### src/rtl/card_column_sequencer.sv
module card_column_sequencer #(
  parameter int CLK_KHZ      = 50000,
  parameter int COLS         = 80,
  parameter int ROWS         = 12,
  parameter int FEED_US      = 20000,
  parameter int READ_COL_US  = 1125,
  parameter int PUNCH_COL_US = 6125,
  parameter int STOP_US      = 40000
) (
  input  logic                      clk,
  input  logic                      rst,
  input  logic                      start_read,
  input  logic                      start_punch,
  input  logic                      col_read,
  input  logic                      buf_we,
  input  logic [$clog2(COLS)-1:0]   buf_addr,
  input  logic [ROWS-1:0]           buf_wdata,
  output logic                      busy,
  output logic                      col_irq,
  output logic [$clog2(COLS+1)-1:0] col_num,
  output logic [ROWS-1:0]           col_data,
  output logic                      complete,
  output logic                      overrun
);

  localparam int AW = $clog2(COLS);
  localparam int CLW = $clog2(COLS+1);
  localparam int FEED_CYC  = int'(64'(CLK_KHZ) * 64'(FEED_US) / 64'd1000);
  localparam int READ_CYC  = int'(64'(CLK_KHZ) * 64'(READ_COL_US) / 64'd1000);
  localparam int PUNCH_CYC = int'(64'(CLK_KHZ) * 64'(PUNCH_COL_US) / 64'd1000);
  localparam int STOP_CYC  = int'(64'(CLK_KHZ) * 64'(STOP_US) / 64'd1000);
  localparam int CW = $clog2(FEED_CYC + READ_CYC + PUNCH_CYC + STOP_CYC + 1);
  localparam logic [CW-1:0] FEED_LIM  = CW'(FEED_CYC - 1);
  localparam logic [CW-1:0] READ_LIM  = CW'(READ_CYC - 1);
  localparam logic [CW-1:0] PUNCH_LIM = CW'(PUNCH_CYC - 1);
  localparam logic [CW-1:0] STOP_LIM  = CW'(STOP_CYC - 1);
  localparam logic [CLW-1:0] LAST_COL = CLW'(COLS);

  typedef enum logic [2:0] {
    S_IDLE, S_FEED, S_CWAIT, S_CIRQ, S_STOP, S_DONE
  } st_t;

  st_t            st;
  logic [CW-1:0]  cnt;
  logic [CLW-1:0] col;
  logic           punch_mode;
  logic           ovr;
  logic [ROWS-1:0] mem [COLS];

  wire go      = (start_read | start_punch) & ~busy;
  wire col_end = (cnt == (punch_mode ? PUNCH_LIM : READ_LIM));
  wire [AW-1:0] rd_idx = AW'(col - CLW'(1));

  always_ff @(posedge clk) begin
    if (buf_we && int'(buf_addr) < COLS)
      mem[buf_addr] <= buf_wdata;
  end

  always_ff @(posedge clk) begin
    if (rst) begin
      st         <= S_IDLE;
      cnt        <= '0;
      col        <= '0;
      punch_mode <= 1'b0;
      ovr        <= 1'b0;
    end else begin
      case (st)
        S_IDLE, S_DONE: begin
          st <= S_IDLE;
          if (go) begin
            st         <= S_FEED;
            cnt        <= '0;
            col        <= '0;
            ovr        <= 1'b0;
            punch_mode <= ~start_read;
          end
        end
        S_FEED: begin
          if (cnt == FEED_LIM) begin
            cnt <= '0;
            col <= CLW'(1);
            st  <= S_CIRQ;
          end else begin
            cnt <= cnt + 1'b1;
          end
        end
        S_CIRQ, S_CWAIT: begin
          if (col_end) begin
            cnt <= '0;
            if (col == LAST_COL) begin
              st <= S_STOP;
            end else begin
              col <= col + 1'b1;
              st  <= S_CIRQ;
              if (st == S_CIRQ && !col_read) ovr <= 1'b1;
            end
          end else begin
            cnt <= cnt + 1'b1;
            if (st == S_CIRQ && col_read) st <= S_CWAIT;
          end
        end
        S_STOP: begin
          if (cnt == STOP_LIM) st <= S_DONE;
          else cnt <= cnt + 1'b1;
        end
        default: st <= S_IDLE;
      endcase
    end
  end

  assign busy     = (st == S_FEED) || (st == S_CIRQ) || (st == S_CWAIT) || (st == S_STOP);
  assign col_irq  = (st == S_CIRQ);
  assign complete = (st == S_DONE);
  assign overrun  = ovr;
  assign col_num  = col;
  assign col_data = (col == '0) ? '0 : mem[rd_idx];


  complete_pulse_chk: assert property (@(posedge clk) disable iff (rst)
    complete |=> !complete);


  complete_idle_chk: assert property (@(posedge clk) disable iff (rst)
    complete |-> !busy);


  irq_hold_chk: assert property (@(posedge clk) disable iff (rst)
    col_irq && !col_read && col_num != LAST_COL |=> col_irq);


  irq_drop_chk: assert property (@(posedge clk) disable iff (rst)
    col_irq && col_read |=> !col_irq || col_num != $past(col_num));


  ovr_sticky_chk: assert property (@(posedge clk) disable iff (rst)
    overrun && !((start_read || start_punch) && !busy) |=> overrun);


  start_ignored_chk: assert property (@(posedge clk) disable iff (rst)
    busy && (start_read || start_punch) |=> busy && $stable(punch_mode));


  col_range_chk: assert property (@(posedge clk) disable iff (rst)
    col_irq |-> col_num >= CLW'(1) && col_num <= LAST_COL);

endmodule

### config.mk
export PLATFORM = sky130hd
export DESIGN_NAME = card_column_sequencer
export DESIGN_NICKNAME = d
export VERILOG_FILES = /design/src/rtl/card_column_sequencer.sv
export SDC_FILE = /design/constraint.sdc
export NUM_CORES = 1
export LEC_CHECK = 0
export CORE_MARGIN = 3
export CORE_UTILIZATION = 35
export CTS_CLUSTER_SIZE = 24
export DETAILED_ROUTE_END_ITERATION = 6
export GPL_TIMING_DRIVEN = 0
export PLACE_DENSITY = 0.59
export SLEW_MARGIN = 20
export SYNTH_ARGS = -nofsm -noshare
export SYNTH_HDL_FRONTEND = slang
export SYNTH_SLANG_ARGS = --single-unit
### constraint.sdc
create_clock -name clk -period 5.7 [get_ports clk]
set_input_delay 1.14 -clock clk [delete_from_list [all_inputs] [get_ports clk]]
set_output_delay 1.14 -clock clk [all_outputs]
set_load 0.01 [all_outputs]
==> impl_results.md <==
* Rel. slew slack at 0.209
* Wire per inst at 26.4 microns
* Hold slack at about 540 ps
* CP Capture Type: primary output
* CTS Buf Count at 100
* IO Port Bufs at 44
* DR pass1 iterations at 5
* Hold crit path type: flip-flop to flip-flop
* Tcrit/Tclk final at 0.985
* PD cells at about 400 nW/um^2
* Crit Reg-Reg Endpoint: col_num[2]$_SDFFE_PP0P_
* Hpwl dp at 66100 microns
* FF-to-FF Start: col_num[0]$_SDFFE_PP0P_
* CP Launch Type: flip-flop
* Global routing's busiest layer: met2
* Die height at 342 microns
* Layout Nets at about 2.2k
* Syn-to-layout area delta at 16.8%
* # hold bufs at CTS at 0
* Met3 usage at 0.0501
* Worst-Margin Slew at approximately 1200 ps
* WP data required at approximately 4600 ps
* CTS tree: done
* Max-Cap Viols at 0
* Tmin final at about 5600 ps
* Via count at just over 20k
* Synth Area per Inst at 19.6 sq um
* First-pass GRT wire length at between 100000 and 150000 microns
* Hold Vio Cnt, Final at 0
* Clock skew at 7.24 ps
* Final ANT Viol Nets at 0
* Max incr delay on CP at roughly 640 ps
* Unique masters post-synth at 67
* Finished Core Util at 0.414
* Synthesized flop and latch total at between 900 and 1k
* Final setup viols at 0
* Gr usage total at 0.170
* Fraction of registers with async set/reset at 0
* GR Layer Usage met1 at 0.238
* Hold Path End: overrun$_SDFFE_PP0P_
* Critical path type: flip-flop to primary output
* Seq/Total Area, Yosys at 0.748
* Final slew viol count at 0
* Largest net degree at the start of global routing at 80
* Initial DRC Count at roughly 2.1k
* Row count at 122
* Fmax at roughly 180 MHz
* Via density at approximately 5.4
* Crit path max-delay family: buffers and inverters
* Die ar. at around 120000 sq um
* Pleak at 13.9 nW
* Hold Startpoint: overrun$_SDFFE_PP0P_
* Leading cell type in the layout, fill and taps excluded: edfxtp_1
* Number of global-route vias before repair at roughly 21k
* Gate count of the mapped netlist at about 2k
* Top_reg_cell synth: edfxtp_1
* Die width at approximately 340 microns
* Mapped Nets at about 2.0k
* Worst EP arrival at 4470 ps
* Reg2Reg Depth at 9
* Post-synth EDFFs at 960
* Initial Util at 0.354
* Total Wirelength at 98900 microns
* H-Tree Depth at 3
* Bufs and invs on worst path at 6
* YS warnings at 0
* Register-to-Register Setup Slack at between 3000 and 4000 ps
* Critical-path cell list: buf_12 -> buf_6 -> clkinvlp_4 -> ha_1 -> buf_4 -> xor2_1 -> nand2_1 -> o22ai_1 -> clkbuf_2 -> a32oi_2 -> a31oi_4 -> a211oi_4 -> dlygate4sd2_1
* Mapped Area at between 30000 and 40000 sq um
* Commonest non-fill, non-tap cells in the layout: edfxtp_1, mux4_2, nand2_1
* Clock transition at path regs at approximately 60 ps
* DRC Markers at 0
* Root Driver: clkbuf_16
* Clock Path Buffers at 3
* Hold Path Cell Cnt at 2
* Clock latency on the worst-skew pair at around 660 ps
* Pre-CTS WS at -2940 ps
* Initial antenna violation count at 5
* Layout fillers at a little under 10k
* Placer Congestion at slightly above 0.9
* Core ar. at about 110000 sq um
* Slowest-stage cell, CP: o22ai_1
* CP Max Fanout at 19
* RSZ-0062 raised after global routing: false
* Final setup margin at ~87 ps
* Clock Sinks at roughly 1000
* Grt total ovfl at 0
* Peak supply drop at roughly 0.00024 V
* GR Util met2 at 0.261
* Status: complete, no violations
* Ports at 48
* Layout cell share with drive strength beyond 1 at 0.290
## layer usage
metal | routed length (microns) | vias up | part of all wire
li1 | - | 8573 | -
met1 | 43200 | 10900 | 0.44
met2 | 45700 | 716 | 0.46
met3 | 7980 | 110 | 0.081
met4 | 2010 | 2 | 0.020
met5 | 12 | - | 0.00012
## worst register-to-register path, stage by stage (launching register included)
cell        delay (ps)
dfxtp_4            370
buf_12             180
buf_6              190
clkinvlp_4         130
ha_1               160
nand2b_1            70
or4_2              750
a21o_2             310
and4_1             210
o21a_1             160
## synthesized netlist by cell type, drive strengths merged (7+ instances only)
master | count | area share
nand3 | 51 | 0.0065
a31oi | 15 | 0.0024
a32oi | 11 | 0.0024
a21oi | 27 | 0.0040
nor3 | 11 | 0.0017
a211oi | 15 | 0.0029
or4 | 10 | 0.0021
xnor2 | 22 | 0.0049
inv | 9 | 0.00086
or3 | 8 | 0.0013
edfxtp | 960 | 0.73
nor4 | 8 | 0.0013
o221ai | 11 | 0.0024
nand3b | 18 | 0.0034
mux2i | 13 | 0.0033
buf | 56 | 0.0079
nor2 | 160 | 0.015
a41o | 12 | 0.0030
mux4 | 252 | 0.14
dfxtp | 34 | 0.017
nor2b | 18 | 0.0029
o21ai | 8 | 0.0010
clkbuf | 52 | 0.0050
nand2b | 7 | 0.0011
nand2 | 140 | 0.013
## logic make-up (layout without fill, tap and decap cells)
family	Yosys count	after routing	synth area share
xor+xnor	28	28	0.00670
simple gates	462	462	0.0551
buf+inv	118	363	0.0138
other cells	0	2	0
fa+ha+maj	5	5	0.00159
mux	269	269	0.148
compound gates	134	134	0.0261
flops	994	994	0.748
## power by group
part           total, mW  switching (mW)  internal [mW]  leakage (nW)
clock               6.37            2.76           3.61          1.54
combinational       4.08            2.43           1.65          3.44
sequential          8.07          0.0284           8.04          8.90
## sequential cells by signal, summed over array words and instances (netlist names)
register and cells:
cnt 22, st 3, mem 960, col_num 7
punch_mode 1, overrun 1
## cell type report
class / instances / area [sq um] / share of cell area
Antenna cell: 2 / 5.00 / 0.000109
Buffer: 107 / 731 / 0.0159
Multi-Input combinational cell: 898 / 10000 / 0.217
Tap cell: 1488 / 1860 / 0.0404
Inverter: 10 / 41.3 / 0.000896
Sequential cell: 994 / 29500 / 0.641
Clock inverter: 61 / 561 / 0.0122
Timing Repair Buffer: 62 / 729 / 0.0158
Clock buffer: 123 / 2630 / 0.0571
## through the flow
stage | area (sq um) | total power [mW] | cells | setup TNS, ps
floorplan | 39400 | 10.5 | 2010 | 0
global placement | 41700 | 11.9 | 3542 | -33070
detailed placement | 42100 | 11.9 | 3554 | -32740
CTS | 45900 | 18.6 | 3742 | 0
global route | 46100 | 19.1 | 3744 | 0
finish | 46100 | 18.5 | 3745 | 0
## how the worst max path moves through the flow
stage                                 start     endpoint  slack (ps)  depth (start not counted)
CTS                 col_num[0]$_SDFFE_PP0P_  col_data[1]          20                         15
finish              col_num[0]$_SDFFE_PP0P_  col_data[6]          90                         13
floorplan           col_num[0]$_SDFFE_PP0P_  col_data[0]        1040                         14
detailed placement  col_num[0]$_SDFFE_PP0P_  col_data[5]       -2940                         15
global route        col_num[0]$_SDFFE_PP0P_  col_data[1]           7                         14
global placement    col_num[0]$_SDFFE_PP0P_  col_data[6]       -2920                         15
## repair_timing
| action | 4_1_cts | 5_1_grt |
|---|---|---|
| resized for setup | 177 | 7 |
| endpoints found under the setup margin | 12 | 12 |
| gates cloned | 0 | 0 |
| buffers inserted | 4 | 0 |
| pin swaps | 23 | 2 |
Power figures use the tool's default switching activity.
